### config.mk
export PLATFORM = sky130hd
export DESIGN_NAME = exu_core
export DESIGN_NICKNAME = d
export VERILOG_FILES = /design/src/rtl/exu_pkg.sv /design/src/rtl/exu_decode.sv /design/src/rtl/exu_addsub.sv /design/src/rtl/exu_shift.sv /design/src/rtl/exu_core.sv
export SDC_FILE = /design/constraint.sdc
export NUM_CORES = 1
export LEC_CHECK = 0
export BUFFER_PORTS_ARGS = -buffer_cell sky130_fd_sc_hd__buf_2
export CAP_MARGIN = 20
export CORE_MARGIN = 2
export CORE_UTILIZATION = 60
export DETAILED_ROUTE_END_ITERATION = 10
export PLACE_DENSITY = 0.83
export SYNTH_ARGS = -nofsm -noshare
export SYNTH_HDL_FRONTEND = slang
export SYNTH_HIERARCHICAL = 1
export SYNTH_SLANG_ARGS = --single-unit
### constraint.sdc
create_clock -name clk_i -period 0.8 [get_ports clk_i]
set_input_delay 0.04 -clock clk_i [delete_from_list [all_inputs] [get_ports clk_i]]
set_output_delay 0.04 -clock clk_i [all_outputs]
set_load 0.005 [all_outputs]
### src/rtl/exu_pkg.sv
package exu_pkg;
  parameter int XLEN   = 32;
  parameter int IMM_W  = 16;
  parameter int OP_W   = 6;
  parameter int FN_W   = 6;
  parameter int REG_AW = 5;
  parameter int SH_W   = $clog2(XLEN);

  localparam logic [OP_W-1:0] OP_RTYPE = 6'h00;
  localparam logic [OP_W-1:0] OP_ADDI  = 6'h08;
  localparam logic [OP_W-1:0] OP_ADDIU = 6'h09;
  localparam logic [OP_W-1:0] OP_SLTI  = 6'h0a;
  localparam logic [OP_W-1:0] OP_SLTIU = 6'h0b;
  localparam logic [OP_W-1:0] OP_ANDI  = 6'h0c;
  localparam logic [OP_W-1:0] OP_ORI   = 6'h0d;
  localparam logic [OP_W-1:0] OP_XORI  = 6'h0e;
  localparam logic [OP_W-1:0] OP_LUI   = 6'h0f;

  localparam logic [FN_W-1:0] F_SLL  = 6'h00;
  localparam logic [FN_W-1:0] F_SRL  = 6'h02;
  localparam logic [FN_W-1:0] F_SRA  = 6'h03;
  localparam logic [FN_W-1:0] F_SLLV = 6'h04;
  localparam logic [FN_W-1:0] F_SRLV = 6'h06;
  localparam logic [FN_W-1:0] F_SRAV = 6'h07;
  localparam logic [FN_W-1:0] F_ADD  = 6'h20;
  localparam logic [FN_W-1:0] F_ADDU = 6'h21;
  localparam logic [FN_W-1:0] F_SUB  = 6'h22;
  localparam logic [FN_W-1:0] F_SUBU = 6'h23;
  localparam logic [FN_W-1:0] F_AND  = 6'h24;
  localparam logic [FN_W-1:0] F_OR   = 6'h25;
  localparam logic [FN_W-1:0] F_XOR  = 6'h26;
  localparam logic [FN_W-1:0] F_NOR  = 6'h27;
  localparam logic [FN_W-1:0] F_SLT  = 6'h2a;
  localparam logic [FN_W-1:0] F_SLTU = 6'h2b;

  typedef enum logic [3:0] {
    FN_ADD, FN_SUB, FN_AND, FN_OR, FN_XOR, FN_NOR,
    FN_SLT, FN_SLTU, FN_SLL, FN_SRL, FN_SRA, FN_LUI
  } fn_e;

  typedef struct packed {
    logic legal;
    fn_e  fn;
    logic use_imm;
    logic imm_sext;
    logic var_amt;
    logic trap_en;
    logic dst_rd;
  } ctrl_t;
endpackage

### src/rtl/exu_decode.sv
module exu_decode
  import exu_pkg::*;
(
  input  logic [OP_W-1:0] op_i,
  input  logic [FN_W-1:0] funct_i,
  output ctrl_t           ctrl_o
);
  always_comb begin
    ctrl_o       = '0;
    ctrl_o.fn    = FN_ADD;
    ctrl_o.legal = 1'b1;
    if (op_i == OP_RTYPE) begin
      ctrl_o.dst_rd = 1'b1;
      unique case (funct_i)
        F_ADD:  begin ctrl_o.fn = FN_ADD; ctrl_o.trap_en = 1'b1; end
        F_ADDU: ctrl_o.fn = FN_ADD;
        F_SUB:  begin ctrl_o.fn = FN_SUB; ctrl_o.trap_en = 1'b1; end
        F_SUBU: ctrl_o.fn = FN_SUB;
        F_AND:  ctrl_o.fn = FN_AND;
        F_OR:   ctrl_o.fn = FN_OR;
        F_XOR:  ctrl_o.fn = FN_XOR;
        F_NOR:  ctrl_o.fn = FN_NOR;
        F_SLT:  ctrl_o.fn = FN_SLT;
        F_SLTU: ctrl_o.fn = FN_SLTU;
        F_SLL:  ctrl_o.fn = FN_SLL;
        F_SRL:  ctrl_o.fn = FN_SRL;
        F_SRA:  ctrl_o.fn = FN_SRA;
        F_SLLV: begin ctrl_o.fn = FN_SLL; ctrl_o.var_amt = 1'b1; end
        F_SRLV: begin ctrl_o.fn = FN_SRL; ctrl_o.var_amt = 1'b1; end
        F_SRAV: begin ctrl_o.fn = FN_SRA; ctrl_o.var_amt = 1'b1; end
        default: ctrl_o.legal = 1'b0;
      endcase
    end else begin
      ctrl_o.use_imm = 1'b1;
      unique case (op_i)
        OP_ADDI:  begin ctrl_o.fn = FN_ADD; ctrl_o.imm_sext = 1'b1; ctrl_o.trap_en = 1'b1; end
        OP_ADDIU: begin ctrl_o.fn = FN_ADD;  ctrl_o.imm_sext = 1'b1; end
        OP_SLTI:  begin ctrl_o.fn = FN_SLT;  ctrl_o.imm_sext = 1'b1; end
        OP_SLTIU: begin ctrl_o.fn = FN_SLTU; ctrl_o.imm_sext = 1'b1; end
        OP_ANDI:  ctrl_o.fn = FN_AND;
        OP_ORI:   ctrl_o.fn = FN_OR;
        OP_XORI:  ctrl_o.fn = FN_XOR;
        OP_LUI:   ctrl_o.fn = FN_LUI;
        default:  ctrl_o.legal = 1'b0;
      endcase
    end
  end
endmodule

### src/rtl/exu_addsub.sv
module exu_addsub #(
  parameter int W = 32
) (
  input  logic [W-1:0] a_i,
  input  logic [W-1:0] b_i,
  input  logic         sub_i,
  output logic [W-1:0] sum_o,
  output logic         ovf_o,
  output logic         lt_s_o,
  output logic         lt_u_o
);
  logic [W-1:0] b_x;
  logic [W:0]   full;

  assign b_x   = b_i ^ {W{sub_i}};
  assign full  = {1'b0, a_i} + {1'b0, b_x} + {{W{1'b0}}, sub_i};
  assign sum_o = full[W-1:0];
  // signed overflow: equal operand signs, different result sign
  assign ovf_o  = (a_i[W-1] == b_x[W-1]) && (sum_o[W-1] != a_i[W-1]);
  assign lt_s_o = sum_o[W-1] ^ ovf_o;
  assign lt_u_o = ~full[W];
endmodule

### src/rtl/exu_shift.sv
module exu_shift #(
  parameter int W  = 32,
  parameter int AW = $clog2(W)
) (
  input  logic [W-1:0]  data_i,
  input  logic [AW-1:0] amt_i,
  input  logic          left_i,
  input  logic          arith_i,
  output logic [W-1:0]  data_o
);
  logic [W-1:0] rev_in, rev_out;
  logic [W-1:0] stg [AW+1];
  logic         fill;

  assign fill = arith_i & ~left_i & data_i[W-1];

  for (genvar i = 0; i < W; i++) begin : g_rev
    assign rev_in[i]  = data_i[W-1-i];
    assign rev_out[i] = stg[AW][W-1-i];
  end

  assign stg[0] = left_i ? rev_in : data_i;

  // log-depth right shifter; left shifts run through bit reversal
  for (genvar k = 0; k < AW; k++) begin : g_stage
    localparam int S = 2 ** k;
    assign stg[k+1] = amt_i[k] ? {{S{fill}}, stg[k][W-1:S]} : stg[k];
  end

  assign data_o = left_i ? rev_out : stg[AW];
endmodule

### src/rtl/exu_core.sv
module exu_core
  import exu_pkg::*;
(
  input  logic              clk_i,
  input  logic              rst_ni,
  input  logic [OP_W-1:0]   op_i,
  input  logic [FN_W-1:0]   funct_i,
  input  logic [SH_W-1:0]   shamt_i,
  input  logic [IMM_W-1:0]  imm_i,
  input  logic [XLEN-1:0]   rs_val_i,
  input  logic [XLEN-1:0]   rt_val_i,
  input  logic [REG_AW-1:0] rd_idx_i,
  input  logic [REG_AW-1:0] rt_idx_i,
  output logic [XLEN-1:0]   result_o,
  output logic              wr_en_o,
  output logic [REG_AW-1:0] wr_idx_o,
  output logic              ovf_trap_o,
  output logic              illegal_o
);
  localparam int PAD_W = XLEN - IMM_W;

  ctrl_t             ctrl;
  logic [XLEN-1:0]   imm_x, opnd_b, sum, sh_out, res_d;
  logic [SH_W-1:0]   amt;
  logic              sub, ovf, lt_s, lt_u, trap_d, we_d;
  logic [REG_AW-1:0] dst_d;

  exu_decode u_dec (
    .op_i    (op_i),
    .funct_i (funct_i),
    .ctrl_o  (ctrl)
  );

  assign imm_x  = ctrl.imm_sext ? {{PAD_W{imm_i[IMM_W-1]}}, imm_i} : {{PAD_W{1'b0}}, imm_i};
  assign opnd_b = ctrl.use_imm ? imm_x : rt_val_i;
  assign sub    = (ctrl.fn == FN_SUB) || (ctrl.fn == FN_SLT) || (ctrl.fn == FN_SLTU);

  exu_addsub #(.W(XLEN)) u_add (
    .a_i    (rs_val_i),
    .b_i    (opnd_b),
    .sub_i  (sub),
    .sum_o  (sum),
    .ovf_o  (ovf),
    .lt_s_o (lt_s),
    .lt_u_o (lt_u)
  );

  assign amt = ctrl.var_amt ? rs_val_i[SH_W-1:0] : shamt_i;

  exu_shift #(.W(XLEN), .AW(SH_W)) u_sh (
    .data_i  (rt_val_i),
    .amt_i   (amt),
    .left_i  (ctrl.fn == FN_SLL),
    .arith_i (ctrl.fn == FN_SRA),
    .data_o  (sh_out)
  );

  always_comb begin
    unique case (ctrl.fn)
      FN_ADD, FN_SUB: res_d = sum;
      FN_AND:  res_d = rs_val_i & opnd_b;
      FN_OR:   res_d = rs_val_i | opnd_b;
      FN_XOR:  res_d = rs_val_i ^ opnd_b;
      FN_NOR:  res_d = ~(rs_val_i | opnd_b);
      FN_SLT:  res_d = {{(XLEN-1){1'b0}}, lt_s};
      FN_SLTU: res_d = {{(XLEN-1){1'b0}}, lt_u};
      FN_SLL, FN_SRL, FN_SRA: res_d = sh_out;
      FN_LUI:  res_d = {imm_i, {PAD_W{1'b0}}};
      default: res_d = '0;
    endcase
    if (!ctrl.legal) res_d = '0;
  end

  assign dst_d  = ctrl.dst_rd ? rd_idx_i : rt_idx_i;
  assign trap_d = ctrl.legal & ctrl.trap_en & ovf;
  assign we_d   = ctrl.legal & ~trap_d & (dst_d != '0);

  always_ff @(posedge clk_i or negedge rst_ni) begin
    if (!rst_ni) begin
      result_o   <= '0;
      wr_en_o    <= 1'b0;
      wr_idx_o   <= '0;
      ovf_trap_o <= 1'b0;
      illegal_o  <= 1'b0;
    end else begin
      result_o   <= res_d;
      wr_en_o    <= we_d;
      wr_idx_o   <= dst_d;
      ovf_trap_o <= trap_d;
      illegal_o  <= ~ctrl.legal;
    end
  end
endmodule

==> results of run 1 <==
[metal layers]
layer,GRT overflow,GRT usage (%)
met4,195,100.7
met2,422,108.9
met5,5,61.11
met1,22,87.34
met3,30,77.78
[kinds of logic after synthesis]
family | count (synthesis) | synth area share (%)
multiplexers | 169 | 21.42
flip-flops | 40 | 9.704
AND/OR/NAND/NOR | 334 | 15.76
XOR/XNOR | 64 | 5.434
adder cells (fa/ha/maj) | 96 | 11.72
AO/OA/AOI/OAI | 401 | 27.86
buffers and inverters | 184 | 8.103
[synthesized netlist by cell type, types with 6 or more instances]
cell and n:
clkbuf_1 44, o31ai_1 7, nor3_1 23, inv_1 85, mux4_2 34, nand3_1 18, nand2b_1 14, a211o_1 6
a221oi_1 6, a31oi_1 19, or4_1 6, a211oi_1 13, ha_1 95, mux2i_1 70, a22o_1 16, buf_6 9
a2bb2oi_1 14, or2_1 7, a22oi_1 32, xor2_1 41, o21ai_0 33, nand4_1 17, o22ai_1 29, o21bai_1 6
nor2b_1 18, buf_2 24, a21oi_1 92, nor2_1 95, o211ai_1 10, mux2_2 62, dfrtp_1 40, a221o_1 10
o21a_1 21, buf_1 6, xnor2_1 23, nand2_1 94, a21o_1 22, or2_2 6, buf_4 12
[stage by stage]
step / std cells / util [%] / instance area, µm² / TNS, ps / worst slack, ps
CTS: 2065 / 96.13 / 16050 / -127390 / -3744
detailed placement: 1986 / 86.21 / 14400 / -146200 / -4362
global placement: 1986 / 86.21 / 14400 / -137600 / -4067
floorplan: 1288 / - / 10640 / -128820 / -4069
[timing repair]
action | in CTS
setup endpoints to repair | 80
setup buffers | 66
gates resized for setup | 186
hold buffers | 5
hold endpoints to repair | 44
pin swaps | 72
cloned | 4
==> summary.txt, run 1 <==
GRT
  • Total gr overflow: 674
  • Number of global-route vias before repair: 20280
  • Total track usage: 92.49%
  • Pin count of the biggest net entering global routing: 56
  • First-pass GRT wire length: 129.2 mm

Clock tree
  • H-tree depth: 2
  • Root buffer cell: clkbuf_16
  • CTS Buf Count: 5
  • CTS Sinks: 40
  • CTS Buffer Depth: 2

Synthesis
  • Fraction of registers with async set/reset: 100.0%
  • Synth top area cells: ha_1 12%, dfrtp_1 9.7%, mux4_2 7.4%
  • Synthesized flop and latch total: 40
  • Syn nets: 1493
  • Synth top area share: 11.52%
  • Post-Syn Area: 0.01031 mm²
  • Post-synth top area cell: ha_1
  • Yosys warns: 6
  • Post-synth top flop: dfrtp_1
  • Sequential area share after synthesis: 9.704%
  • Mapped Cells: 1288
  • Average size of a mapped cell: 8.008 µm²
  • Post-synth cell types: 98
  • EDFF count, synth: 0

Floorplan
  • IO Pins: 149
  • Chip height: 135.1 µm
  • Row count: 47
  • DIE WIDTH: 135.1 µm
  • Starting density of the core: 61.76%

Placed design
  • IO Port Bufs: 148
  • Post-DP HPWL: 41.76 mm
  • RePlAce Congestion: 1.216

Run status
  • First reported error: [ERROR GRT-0116] Global routing finished with congestion. Check the congestion regions in the DRC Viewer.
  • Status: aborted with a tool error
  • Halt Stage: global routing
==> run 2, diff against run 1 <==
--- a/config.mk
+++ b/config.mk
@@ -8,9 +8,9 @@
 export BUFFER_PORTS_ARGS = -buffer_cell sky130_fd_sc_hd__buf_2
 export CAP_MARGIN = 20
 export CORE_MARGIN = 2
-export CORE_UTILIZATION = 60
+export CORE_UTILIZATION = 40
 export DETAILED_ROUTE_END_ITERATION = 10
-export PLACE_DENSITY = 0.83
+export PLACE_DENSITY_LB_ADDON = 0.15
 export SYNTH_ARGS = -nofsm -noshare
 export SYNTH_HDL_FRONTEND = slang
 export SYNTH_HIERARCHICAL = 1
==> run 2 against run 1 <==
  * The flow now finishes, with violations (hold timing, setup timing)
  * Area after synthesis unchanged
  * Synthesized cell count unchanged
==> summary.txt, run 2 <==
Power
  • Sw Pwr: 6.425 mW
  • Total power: 14.96 mW
  • Clock share of power: 15.4%
  • Pleak: 8.571 nW
  • Sequential power share: 14.4%
  • Power Density: 874.1 mW/mm²
  • Comb power frac: 70.3%
  • VDD IR-drop max: 1.056 mV
  • Cell-internal power: 8.539 mW
  • Sw Ratio: 42.94%

Critical path
  • Worst path required time: 1010 ps
  • Slowest stage cell on the critical path: mux4_2
  • CP Cell Sequence: buf_6 > or4_4 > or4_4 > a2111o_1 > nor2_4 > buf_12 > mux2_4 > buf_12 > mux2_4 > buf_12 > mux4_2 > buf_6 > o22ai_2 > or2_4 > and2_1 > o31ai_1 > buf_4 > a211o_1 > o21a_1
  • Critical path class: input pin to flip-flop
  • Critical path data arrival time: 4690 ps
  • Most common cell on crit path: buf_12
  • Startpoint class of the critical path: input pin
  • Crit. Startpoint: op_i[0]
  • Crit Path Max Fanout: 8
  • CP Capture Type: flip-flop
  • Worst path max stage delay: 550 ps

Synthesis
  • Mapped Cells: 1288
  • Post-Syn Area: 0.01031 mm²
  • Syn nets: 1493
  • Synth top area cells: ha_1 12%, dfrtp_1 9.7%, mux4_2 7.4%
  • Commonest cells in the netlist: 95 x ha_1, 95 x nor2_1, 94 x nand2_1
  • Post-synth top area cell: ha_1
  • Post-synth cell types: 98
  • Post-synth top flop: dfrtp_1
  • Sequential area share after synthesis: 9.704%
  • Average size of a mapped cell: 8.008 µm²
  • Yosys warns: 6
  • EDFF count, synth: 0
  • Fraction of registers with async set/reset: 100.0%
  • Synthesized flop and latch total: 40
  • Synth top area share: 11.52%

STA
  • Max Clock Freq: 223.6 MHz
  • Slew Limit Fails: 0
  • Fin crit period: 4473 ps
  • RSZ-0062 raised after global routing: true
  • Hold Vio Cnt, Final: 3
  • Tcrit/Tclk final: 559.1%
  • PnR worst setup slack: -3673 ps
  • Endpoints failing setup: 80
  • Worst-Margin Slew: 723.7 ps
  • Slew HR: 51.24%
  • WHS: -16.49 ps

Cells and area
  • Biggest register: result_o
  • Final std cells w/o fill: 2249
  • Design Area, Final: 0.01712 mm²
  • Total Nets Final: 2123
  • Largest regs: result_o x32, wr_idx_o x5
  • Fraction of layout cells with a size suffix above 1: 51.98%
  • Area growth syn-to-layout: 65.96%
  • Largest register FFs: 32
  • Commonest cells after routing, fill and taps aside: 492 x buf_4, 146 x buf_2, 92 x ha_1, 89 x nand2_1
  • Leading cell type in the layout, fill and taps excluded: buf_4

Floorplan
  • Row count: 58
  • DIE WIDTH: 164.6 µm
  • Die ar.: 0.02709 mm²
  • Core Area: 0.02525 mm²
  • IO Pins: 149
  • Starting density of the core: 40.84%
  • Chip height: 164.6 µm

Placed design
  • RePlAce Congestion: 1.022
  • IO Port Bufs: 148
  • Setup WS pre-CTS: -4245 ps
  • Post-DP HPWL: 42.82 mm
  • Placed cell area: 0.01534 mm²
  • Placed cell count: 2178

Clock tree
  • CTS tree: built
  • CTS Sinks: 40
  • H-tree depth: 2
  • Hold buffers post-CTS: 5
  • Root buffer cell: clkbuf_16
  • CTS Buffer Depth: 2
  • Reg clk slew, reported paths: 90 ps
  • CTS Buf Count: 5

Drt
  • Pre-antenna DRT Iters: 6
  • Starting DRT DRC Count: 1540
  • WL per Instance: 24.30 µm
  • Remaining antenna violation count: 0
  • Via density: 6.076
  • DRC Markers: 0
  • Via Count: 13670
  • Final wirelength: 54.65 mm

Run status
  • Failing checks: hold timing, setup timing
  • Status: finished with violations

GRT
  • Initial antenna violation count: 3
  • First-pass GRT wire length: 79.52 mm
  • Total track usage: 39.52%
  • Number of global-route vias before repair: 13210
  • Total gr overflow: 0
  • Pin count of the biggest net entering global routing: 45

Min path
  • Worst Hold Depth: 2
  • Hold/Removal Path Class: input pin to flip-flop
  • Worst hold start: rd_idx_i[1]
  • Worst Hold End: wr_idx_o[1]

Job
  • Number of violations of the max-capacitance limit: 0
-- run 2: metrics by stage --
| stage | util [%] | TNS [ps] |
|---|---|---|
| after global routing | 67.79 | -130960 |
| after floorplan | - | -128820 |
| final | 67.79 | -126720 |
| after global placement | 60.74 | -143250 |
| after detailed placement | 60.74 | -144890 |
| after CTS | 66.14 | -124380 |
-- run 2: worst max-delay path by stage --
stage | endpoint | slack, ps | cells past startpoint
after global routing | result_o[26] | -3810 | 24
after detailed placement | result_o[21] | -4240 | 22
after floorplan | result_o[29] | -4070 | 24
final | result_o[0] | -3670 | 19
after CTS | result_o[0] | -3650 | 23
after global placement | result_o[21] | -4190 | 22
-- run 2: repair_timing --
item | 4_1_cts | 5_1_grt
cloned | 6 | 1
endpoints found under the hold margin | 45 | 2
resized for setup | 153 | 67
buffers inserted | 48 | 12
endpoints found under the setup margin | 80 | 80
pin swaps | 86 | 60
-- run 2: layout make-up --
cell class	count	area [µm²]
Tap cell	330	412.9
Fill cell	2127	8135
Clock inverter	2	12.51
Timing Repair Buffer	717	5679
Clock buffer	5	125.1
Inverter	89	341.6
Multi-Input combinational cell	1065	9544
Antenna cell	1	2.502
Sequential cell	40	1001
-- run 2: power groups by stage --
stage                     Combinational [mW]  Sequential [mW]  Clock [mW]
after floorplan                         4.46             2.20           0
after global placement                  8.88             2.19           0
after detailed placement                8.92             2.19           0
after CTS                               9.89             2.15        2.31
after global routing                    11.0             2.16        2.36
final                                   10.5             2.15        2.30
-- run 2: worst max-delay path, delay by kind of cell --
kind | cells | cell delay, ps
multiplexers | 3 | 1320
AND/OR/NAND/NOR | 5 | 1440
AO/OA/AOI/OAI | 5 | 990
buffers and inverters | 6 | 890
-- run 2: kinds of logic (layout without fill, tap and decap cells) --
| family | count (synthesis) | in the layout | share of synthesized area, % |
|---|---|---|---|
| muxes | 169 | 170 | 21.42 |
| AOI/OAI and AO/OA | 401 | 401 | 27.86 |
| adders and majority gates | 96 | 96 | 11.72 |
| DFF | 40 | 40 | 9.704 |
| buffers and inverters | 184 | 813 | 8.103 |
| other | 0 | 1 | 0 |
| and+or+nand+nor | 334 | 334 | 15.76 |
| xor gates and xnor gates | 64 | 64 | 5.434 |
-- run 2: layer usage --
metal / vias to the layer above / part of all wire (%) / wire (µm) / global-route usage, %
li1: 6098 / - / - / -
met1: 6564 / 39 / 21540 / 51.19
met2: 827 / 45 / 24800 / 64.04
met3: 175 / 9.6 / 5232 / 7.182
met4: 2 / 5.6 / 3064 / 17.91
met5: - / 0.024 / 13 / 0
No activity file was read; power rests on OpenSTA's default activity.
